### src/rtl/i2cw_pkg.sv
package i2cw_pkg;
  localparam int REG_W    = 8;
  localparam int NUM_REGS = 2;

  typedef enum logic [1:0] {ST_IDLE, ST_ADDR, ST_SUB, ST_DATA} rx_state_t;

  // value loaded by reset
  function automatic logic [7:0] reg_reset(input int idx);
    return (idx == 0) ? 8'h10 : 8'h00;
  endfunction

  // bits that exist; the rest stay 0
  function automatic logic [7:0] reg_defined(input int idx);
    return (idx == 0) ? 8'hFF : 8'h07;
  endfunction

  // bits that wait for vertical blanking
  function automatic logic [7:0] reg_defer(input int idx);
    return (idx == 0) ? 8'h20 : 8'h03;
  endfunction
endpackage

### src/rtl/i2cw_sync.sv
module i2cw_sync #(
  parameter int W       = 2,
  parameter int STAGES  = 2,
  parameter logic [W-1:0] RST_VAL = '1
) (
  input  logic         clk,
  input  logic         rst,
  input  logic [W-1:0] d,
  output logic [W-1:0] q
);
  logic [W-1:0] stg [STAGES];

  always_ff @(posedge clk) begin
    if (rst) begin
      for (int i = 0; i < STAGES; i++) stg[i] <= RST_VAL;
    end else begin
      stg[0] <= d;
      for (int i = 1; i < STAGES; i++) stg[i] <= stg[i-1];
    end
  end

  assign q = stg[STAGES-1];
endmodule

### src/rtl/i2cw_rx.sv
module i2cw_rx
  import i2cw_pkg::*;
#(
  parameter logic [6:0] DEV_ADDR_HI = 7'h46,
  parameter logic [6:0] DEV_ADDR_LO = 7'h44,
  parameter int NREGS = NUM_REGS,
  localparam int IDX_W = (NREGS > 1) ? $clog2(NREGS) : 1
) (
  input  logic             clk,
  input  logic             rst,
  input  logic             scl_s,
  input  logic             sda_s,
  input  logic             addr_sel,
  output logic             wr_en,
  output logic [IDX_W-1:0] wr_idx,
  output logic [7:0]       wr_data,
  output logic             sda_pull,
  output logic             stop_det
);
  localparam logic [7:0] NREG8 = 8'(NREGS);

  rx_state_t  state;
  logic       scl_q, sda_q;
  logic [2:0] cnt;
  logic [7:0] shreg;
  logic       byte_full, ack_slot, byte_ok;
  logic       scl_rise, scl_fall, start_det;
  logic [6:0] dev_addr;

  assign scl_rise  = scl_s & ~scl_q;
  assign scl_fall  = ~scl_s & scl_q;
  assign start_det = scl_s & scl_q & sda_q & ~sda_s;
  assign stop_det  = scl_s & scl_q & ~sda_q & sda_s;
  assign dev_addr  = addr_sel ? DEV_ADDR_HI : DEV_ADDR_LO;

  always_comb begin
    case (state)
      ST_ADDR: byte_ok = (shreg == {dev_addr, 1'b0});
      ST_SUB:  byte_ok = (shreg < NREG8);
      ST_DATA: byte_ok = 1'b1;
      default: byte_ok = 1'b0;
    endcase
  end

  always_ff @(posedge clk) begin
    if (rst) begin
      scl_q     <= 1'b1;
      sda_q     <= 1'b1;
      state     <= ST_IDLE;
      cnt       <= '0;
      shreg     <= '0;
      byte_full <= 1'b0;
      ack_slot  <= 1'b0;
      sda_pull  <= 1'b0;
      wr_en     <= 1'b0;
      wr_idx    <= '0;
      wr_data   <= '0;
    end else begin
      scl_q <= scl_s;
      sda_q <= sda_s;
      wr_en <= 1'b0;
      if (start_det) begin
        state     <= ST_ADDR;
        cnt       <= '0;
        byte_full <= 1'b0;
        ack_slot  <= 1'b0;
        sda_pull  <= 1'b0;
      end else if (stop_det) begin
        state     <= ST_IDLE;
        byte_full <= 1'b0;
        ack_slot  <= 1'b0;
        sda_pull  <= 1'b0;
      end else if (state != ST_IDLE) begin
        if (scl_rise && !ack_slot && !byte_full) begin
          shreg <= {shreg[6:0], sda_s};
          cnt   <= cnt + 3'd1;
          if (cnt == 3'd7) byte_full <= 1'b1;
        end else if (scl_fall) begin
          if (byte_full) begin
            byte_full <= 1'b0;
            if (byte_ok) begin
              ack_slot <= 1'b1;
              sda_pull <= 1'b1;
              case (state)
                ST_ADDR: state <= ST_SUB;
                ST_SUB: begin
                  wr_idx <= shreg[IDX_W-1:0];
                  state  <= ST_DATA;
                end
                default: begin
                  wr_en   <= 1'b1;
                  wr_data <= shreg;
                end
              endcase
            end else begin
              state <= ST_IDLE;
            end
          end else if (ack_slot) begin
            ack_slot <= 1'b0;
            sda_pull <= 1'b0;
          end
        end
      end
    end
  end
endmodule

### src/rtl/i2cw_regbank.sv
module i2cw_regbank
  import i2cw_pkg::*;
#(
  parameter int NREGS = NUM_REGS,
  parameter int W     = REG_W,
  localparam int IDX_W = (NREGS > 1) ? $clog2(NREGS) : 1
) (
  input  logic             clk,
  input  logic             rst,
  input  logic             wr_en,
  input  logic [IDX_W-1:0] wr_idx,
  input  logic [W-1:0]     wr_data,
  input  logic             vblank,
  output logic [NREGS*W-1:0] regs_o
);
  for (genvar g = 0; g < NREGS; g++) begin : g_reg
    localparam logic [W-1:0] DEF = W'(reg_defined(g));
    localparam logic [W-1:0] DFR = W'(reg_defer(g));
    localparam logic [W-1:0] RST = W'(reg_reset(g));

    logic [W-1:0] cur, shadow, upd, nxt;
    logic         hit;

    assign hit = wr_en && (wr_idx == IDX_W'(g));

    always_comb begin
      upd = (hit ? (DEF & ~DFR) : '0) | (vblank ? DFR : '0);
      nxt = (wr_data & ~DFR) | (shadow & DFR);
    end

    always_ff @(posedge clk) begin
      if (rst) begin
        cur    <= RST;
        shadow <= RST & DFR;
      end else begin
        cur <= (cur & ~upd) | (nxt & upd);
        if (hit) shadow <= wr_data & DFR;
      end
    end

    assign regs_o[g*W +: W] = cur;
  end
endmodule

### src/rtl/i2c_vblank_regs.sv
module i2c_vblank_regs #(
  parameter logic [6:0] DEV_ADDR_HI = 7'h46,
  parameter logic [6:0] DEV_ADDR_LO = 7'h44,
  parameter int SYNC_STAGES = 2
) (
  input  logic       clk,
  input  logic       rst,
  input  logic       scl_i,
  input  logic       sda_i,
  input  logic       addr_sel_i,
  input  logic       vblank_i,
  output logic       sda_pull_o,
  output logic [7:0] mode_reg_o,
  output logic [7:0] ctrl_reg_o
);
  localparam int NREGS = i2cw_pkg::NUM_REGS;
  localparam int W     = i2cw_pkg::REG_W;
  localparam int IDX_W = (NREGS > 1) ? $clog2(NREGS) : 1;

  logic             scl_s, sda_s, wr_en, stop_det;
  logic [IDX_W-1:0] wr_idx;
  logic [W-1:0]     wr_data;
  logic [NREGS*W-1:0] regs;

  i2cw_sync #(.W(2), .STAGES(SYNC_STAGES), .RST_VAL(2'b11)) u_sync (
    .clk(clk), .rst(rst), .d({scl_i, sda_i}), .q({scl_s, sda_s})
  );

  i2cw_rx #(.DEV_ADDR_HI(DEV_ADDR_HI), .DEV_ADDR_LO(DEV_ADDR_LO), .NREGS(NREGS)) u_rx (
    .clk(clk), .rst(rst), .scl_s(scl_s), .sda_s(sda_s), .addr_sel(addr_sel_i),
    .wr_en(wr_en), .wr_idx(wr_idx), .wr_data(wr_data),
    .sda_pull(sda_pull_o), .stop_det(stop_det)
  );

  i2cw_regbank #(.NREGS(NREGS), .W(W)) u_bank (
    .clk(clk), .rst(rst), .wr_en(wr_en), .wr_idx(wr_idx), .wr_data(wr_data),
    .vblank(vblank_i), .regs_o(regs)
  );

  assign mode_reg_o = regs[W-1:0];
  assign ctrl_reg_o = regs[2*W-1:W];
endmodule

### config.mk
export PLATFORM = sky130hd
export DESIGN_NAME = i2c_vblank_regs
export DESIGN_NICKNAME = d
export VERILOG_FILES = /design/src/rtl/i2cw_pkg.sv /design/src/rtl/i2cw_sync.sv /design/src/rtl/i2cw_rx.sv /design/src/rtl/i2cw_regbank.sv /design/src/rtl/i2c_vblank_regs.sv
export SDC_FILE = /design/constraint.sdc
export NUM_CORES = 1
export LEC_CHECK = 0
export ABC_AREA = 1
export BUFFER_PORTS_ARGS = -buffer_cell sky130_fd_sc_hd__buf_2
export CAP_MARGIN = 10
export CORE_UTILIZATION = 59
export CTS_BUF_LIST = sky130_fd_sc_hd__clkbuf_8
export CTS_CLUSTER_DIAMETER = 40
export CTS_CLUSTER_SIZE = 24
export DETAILED_ROUTE_END_ITERATION = 12
export GPL_ROUTABILITY_DRIVEN = 1
export GPL_TIMING_DRIVEN = 0
export PLACE_DENSITY = 0.81
export RECOVER_POWER = 100
export SYNTH_ARGS = -nofsm -noshare
export SYNTH_HDL_FRONTEND = slang
export SYNTH_SLANG_ARGS = --single-unit
### constraint.sdc
create_clock -name clk -period 1.98 [get_ports clk]
set_clock_uncertainty 0.05 [all_clocks]
set_input_delay 0.099 -clock clk [delete_from_list [all_inputs] [get_ports clk]]
set_output_delay 0.099 -clock clk [all_outputs]
set_load 0.03 [all_outputs]
==> metrics.cfg, run 1 <==
[die]
fp.dieH_um=58.1
die_area_sq_um=3380
io_pins=23
core-area_sq_um=3030
floorplan.initialDensity=0.614
chipWidth_um=58.1
num_rows=20

[worst_setup_path]
cp.required_ns=2.12
r2r_start=u_rx.state[1]
crit_buf_inv=3
r2r_end=u_rx.wr_data[7]
r2r_cells=9
cp.arrival_ns=1.92
cpMaxStageDelayCell=dfxtp_1
cp_top_family=simple AND/OR/NAND/NOR gates
cpPeakStageDelay_ns=0.39
r2r_slack_ns=0.20
worstSetupEndpoint=u_rx.wr_data[7]
cp-startpoint=u_rx.state[1]
worst-path-stages=9
end_kind=flip-flop
crit_chain=inv_1 > ha_1 > inv_2 > nand3_1 > nor2_4 > nand3_4 > buf_6 > o21ai_1 > a21oi_1
start_kind=flip-flop
path_max_fanout=10
worst-setup-path-type=flip-flop to flip-flop

[final_layout]
stdcell_count=306
fin_util=0.698
seqCellArea_sq_um=921
drive_gt1_frac=0.0992
area_delta_synth_final_pct=13.7
fillerInstances=263
final_nets=273
antenna_cells=0
multi_input_area_sq_um=759
mostFrequentLayoutCells=dfxtp_1 (46), a21oi_1 (34), inv_1 (31)
layout_commonest_cell=dfxtp_1

[clock_tree]
clk_path_buf_depth=2
cts_hold_buf=2
clkSinkCount=46
h-tree-depth=2
cts.repair.resized=0
cts_root_buf=clkbuf_8
clock_latency_ns=0.29
cts_buffers=5
tritoncts=built
clkSlewWorstSetupHoldPaths_ns=0.08
cts_setup_buffers=0

[placed_design]
dp_cells=296
dp_hpwl_um=2460
routabilityCongestion=0.862
port_buffers=16
post-place-ws_ns=0.231

[yosys]
synthesis.instances=232
synth.area.mux_share=0
syn-cell-area_sq_um=1860
synth_compound_area_frac=0.188
synth_xor_area_frac=0.00471
post_synth_num_cell_types=27
yosys_warnings=0
yosysSeqAreaShare=0.495
synth-simple-area-share=0.167
avgSynthCellArea_sq_um=8.01
synthAdderAreaFrac=0.0404
synth_top_family_by_area=compound AO/OA/AOI/OAI gates
synth-seq-cells=46

[hold_path]
min_path_type=input pin to flip-flop

[timing]
hold_viol_final=0
rsz0062_at_grt=no
finalMaxSlewViolations=0
finalSetupViolations=0
fmax_ghz=0.561
fin_crit_sh=0.901
period_needed_ns=1.78
setup_tns_ns=0
setup_ws_ns=0.196

[drt]
dr_total_vias=1521
drt_iter0_drc=53
viasPerCell=4.97
firstDrtPassIters=4
drc=0
routed_wl_um=3420
ant_nets=0
avgRoutedWirePerCell_um=11.2

[global_routing]
overflow=0
grt_pass1_wl_um=5840
grt_pass1_vias=1337
grt_max_degree=14
antenna_found_initial=0
grt_util_all_layers=0.227

[run]
cap_violations=0

[pwr]
power.density_nw_per_um2=800
leakage_nw=0.889
peakVddDrop_uv=536

[status]
status=finished clean

[report_power, final]
| group | internal (mW) | switching [mW] |
|---|---|---|
| clock | 0.367 | 0.290 |
| sequential | 0.934 | 0.00572 |
| combinational | 0.0321 | 0.0628 |
[worst min path at each step]
stage | endpoint | cells past startpoint | slack [ns] | startpoint
2_1_floorplan | u_sync.stg[0][0] | 1 | 0.15 | sda_i
3_3_place_gp | u_sync.stg[0][0] | 2 | 0.23 | sda_i
3_5_place_dp | u_sync.stg[0][0] | 2 | 0.23 | sda_i
4_1_cts | flip-flop | 3 | 0.04 | vblank_i
5_1_grt | flip-flop | 3 | 0.06 | vblank_i
6_report | flip-flop | 3 | 0.04 | vblank_i
[cells in the mapped netlist]
library cell	n	share of area
dfxtp_1	46	0.50
a21oi_1	34	0.092
inv_1	29	0.059
o21ai_0	28	0.075
nand2_1	27	0.055
nor2_1	22	0.044
nand3_1	7	0.019
ha_1	6	0.040
buf_4	5	0.020
or2_2	5	0.017
clkbuf_1	4	0.0081
nor3_1	3	0.0081
buf_2	2	0.0054
a41oi_1	1	0.0047
buf_6	1	0.0061
clkinv_1	1	0.0020
conb_1	1	0.0020
inv_2	1	0.0020
nand2_2	1	0.0034
nand3_4	1	0.0094
nor2_4	1	0.0061
nor3_2	1	0.0054
o211ai_1	1	0.0040
o21a_1	1	0.0040
o21ai_2	1	0.0047
o31ai_1	1	0.0040
xnor2_1	1	0.0047
[tightest hold or removal path, delay by kind of cell]
kind | cells | cell delay [ns]
AOI/OAI and AO/OA | 1 | 0.07
buffers and inverters | 1 | 0.10
and+or+nand+nor | 1 | 0.07
[cell families (layout without fill, tap and decap cells)]
family	Yosys count	after routing
and+or+nand+nor	68	68
DFF	46	46
xor gates and xnor gates	1	1
adders and majority gates	6	6
other	1	5
AOI/OAI and AO/OA	67	67
buffers and inverters	43	69
[through the flow]
stage	hold slack, ns	power [mW]	cell area, sq um
2_1_floorplan	0.153	1.03	1870
3_3_place_gp	0.230	1.05	2010
3_5_place_dp	0.235	1.05	2010
4_1_cts	0.0366	1.71	2140
5_1_grt	0.0594	1.76	2110
6_report	0.0371	1.69	2110
[routing by layer]
metal	vias to the layer above	wire length, um	GRT usage
li1	799	-	-
met1	682	1680	0.305
met3	9	155	0.0670
met4	0	62	0.0816
met2	31	1530	0.346
met5	-	0	0
[final cells by class]
type,count,share of cell area
plain buffers,12,0.0337
repair buffers,18,0.0402
clock buffers,5,0.0325
clock inverters,3,0.0178
well taps,44,0.0260
multi-input cells,147,0.359
inverters,31,0.0550
flip-flops and latches,46,0.436
(Power assumes the default switching activity.)
==> run 2, diff against run 1 <==
--- a/config.mk
+++ b/config.mk
@@ -5,7 +5,6 @@
 export SDC_FILE = /design/constraint.sdc
 export NUM_CORES = 1
 export LEC_CHECK = 0
-export ABC_AREA = 1
 export BUFFER_PORTS_ARGS = -buffer_cell sky130_fd_sc_hd__buf_2
 export CAP_MARGIN = 10
 export CORE_UTILIZATION = 59
==> run 2 against run 1 <==
Against the previous run:
- power decreased by 0.23%
- first-iteration DRC count decreased by 17%
- largest cell class is now multi-input gates
- worst hold slack improved by 0.019 ns
==> metrics.cfg, run 2 <==
[yosys]
syn-cell-area_sq_um=1950  ; +5.0%
async_reset_ff_frac=0  ; unchanged
synth-seq-cells=46  ; unchanged
synth_top_cell_area_share=0.471  ; -0.0238
ys_top_cells_by_area=dfxtp_1 (47%), mux2i_1 (11%), nand2_1 (6.3%)
post_synth_num_cell_types=41  ; +52%
synth_commonest_cells=dfxtp_1 (46), nand2_1 (33), mux2i_1 (21)
synthFlopType=dfxtp_1
yosysSeqAreaShare=0.471  ; -0.0238
yosys_warnings=0  ; unchanged
synth_enable_flop_cells=0  ; unchanged
avgSynthCellArea_sq_um=9.26  ; +16%
synthesis.instances=211  ; -9.1%
yosysTopAreaCell=dfxtp_1
synthMostInstantiatedCell=dfxtp_1

[die]
floorplan.initialDensity=0.629  ; +0.0154
core-area_sq_um=3100  ; +2.5%
chipWidth_um=59.5  ; +2.4%
num_rows=20  ; unchanged
io_pins=23  ; unchanged
fp.dieH_um=59.5  ; +2.4%
die_area_sq_um=3540  ; +4.9%

[timing]
fin_crit_sh=0.950  ; +0.0493
finalSetupViolations=0  ; unchanged
slew_headroom=0.650
period_needed_ns=1.88  ; +0.0976 ns
worstMarginPinSlew_ns=0.522
rsz0062_at_grt=no
fmax_ghz=0.532  ; -5.2%
hold_viol_final=0  ; unchanged
finalMaxSlewViolations=0  ; unchanged

[pwr]
peakVddDrop_uv=528  ; -1.5%
p_sw_mw=0.357  ; -0.35%
fin_total_pwr_mw=1.69  ; -0.23%
internal-power_mw=1.33  ; -0.20%
seq_power_share=0.555  ; about the same
leakage_nw=0.930  ; +4.6%
power_frac_comb=0.051  ; -0.005
swShare=0.212  ; -0.000259
power.density_nw_per_um2=753  ; -5.9%
pwr-share-clk=0.395  ; +0.007

[final_layout]
antenna_cells=0  ; unchanged
mostFrequentLayoutCells=dfxtp_1 (45), nand2_1 (33), clkbuf_1 (21), mux2i_1 (21), nor2_1 (16)
final_area_sq_um=2240  ; +6.0%
area_delta_synth_final_pct=14.8
final_nets=254  ; -7.0%
layout_commonest_cell=dfxtp_1
drive_gt1_frac=0.111  ; +0.0119
fillerInstances=269  ; +2.3%

[worst_setup_path]
path_max_fanout=8  ; -2
cpMaxStageDelayCell=nor4b_1
start_kind=flip-flop
worst-setup-path-type=flip-flop to flip-flop
cp.arrival_ns=2.06  ; +0.14 ns
r2r_slack_ns=0.1  ; -0.10 ns
end_kind=flip-flop
cp.required_ns=2.16  ; +0.04 ns
cpPeakStageDelay_ns=0.39  ; about the same
crit_chain=inv_1 > ha_1 > nor4b_1 > a211oi_1 > nor3_4 > buf_12 > mux2i_1

[drt]
drc=0  ; unchanged
routed_wl_um=3570  ; +4.4%
dr_total_vias=1468  ; -3.5%
firstDrtPassIters=4  ; unchanged
ant_nets=0  ; unchanged
viasPerCell=5.11  ; +2.9%
drt_iter0_drc=44  ; -17%
avgRoutedWirePerCell_um=12.4  ; +11%

[status]
status=finished clean

[placed_design]
dp_hpwl_um=2470  ; +0.21%
port_buffers=17  ; +1
placed_area_sq_um=2110  ; +4.9%
routabilityCongestion=0.792  ; -8.2%

[clock_tree]
h-tree-depth=2  ; unchanged
clock_latency_ns=0.30  ; about the same
clkSlewWorstSetupHoldPaths_ns=0.08  ; about the same
cts_buffers=5  ; unchanged
clk_path_buf_depth=2  ; unchanged
clkSinkCount=46  ; unchanged
cts_root_buf=clkbuf_8
tritoncts=built

[global_routing]
grt_max_degree=14  ; unchanged
grt_util_all_layers=0.220  ; -0.00629
grt_pass1_vias=1321  ; -1.2%
grtUsageMet1=0.259  ; -0.0459
use_met2=0.368  ; +0.0211
busiest_layer=met2
antenna_found_initial=0  ; unchanged
use_met3=0.0655  ; -0.00146
overflow=0  ; unchanged
grt_pass1_wl_um=5670  ; -3.0%

[run]
cap_violations=0  ; unchanged

[hold_path]
min_path_type=input pin to flip-flop

-- run 2: logic make-up after synthesis --
logic type	count (synthesis)	share of synthesized area
AOI/OAI and AO/OA	28	0.0903
xor gates and xnor gates	3	0.0135
adders and majority gates	6	0.0384
buffers and inverters	21	0.0506
DFF	46	0.471
muxes	21	0.108
other	1	0.00192
and+or+nand+nor	85	0.226
-- run 2: layout make-up --
cell class	instances	area, sq um	area share
Multi-Input combinational cell	148	951	0.424
Sequential cell	46	922	0.411
Timing Repair Buffer	20	109	0.0485
Buffer	14	72.6	0.0324
Clock buffer	5	68.8	0.0307
Tap cell	44	55.1	0.0246
Clock inverter	3	37.5	0.0167
Inverter	7	26.3	0.0117
-- run 2: what timing repair did --
item                       in CTS  in global routing
hold endpoints to repair        2                  0
hold buffers                    2                  0
pin swaps                       1                  0
resized for setup               0                  2
setup endpoints to repair       8                  8
setup buffers                   1                  0
-- run 2: worst paths after layout --
kind | startpoint | to | depth (start not counted)
worst max register to register | u_rx.state[0] | u_rx.wr_data[3] | 7
worst max-delay path | u_rx.state[0] | u_rx.wr_data[3] | 7
worst min-delay path | vblank_i | flip-flop | 3
worst min register to register | u_sync.stg[0][0] | u_sync.stg[0][2] | 1
-- run 2: critical path: cells and delay by family (launching register included) --
family | cells | cell delay [ns]
AND/OR/NAND/NOR | 2 | 0.62
flip-flops | 1 | 0.33
buffers and inverters | 2 | 0.26
adder cells (fa/ha/maj) | 1 | 0.20
multiplexers | 1 | 0.18
AO/OA/AOI/OAI | 1 | 0.17
-- run 2: routing by layer --
metal / routed length, um / vias up
li1: - / 763
met1: 1630 / 663
met2: 1690 / 34
met3: 169 / 8
met4: 82 / 0
met5: 0 / -
-- run 2: power by group through the flow --
stage	Combinational, mW	Sequential (mW)	Clock (mW)
floorplan	0.0620	0.956	0
global placement	0.0796	0.957	0
detailed placement	0.0805	0.958	0
CTS	0.0839	0.936	0.680
global route	0.0931	0.937	0.717
finish	0.0855	0.936	0.666
-- run 2: per-stage QoR --
step | util | hold slack [ns] | setup slack (ns) | cells | TNS (ns)
final | 0.723 | 0.0562 | 0.0988 | 287 | 0
after global routing | 0.723 | 0.0727 | 0.0254 | 287 | 0
after detailed placement | 0.679 | 0.239 | -0.00241 | 276 | -0.00241
after CTS | 0.727 | 0.0554 | 0.0569 | 287 | 0
after floorplan | - | 0.153 | 0.218 | 215 | 0
after global placement | 0.679 | 0.231 | 0.0336 | 276 | 0
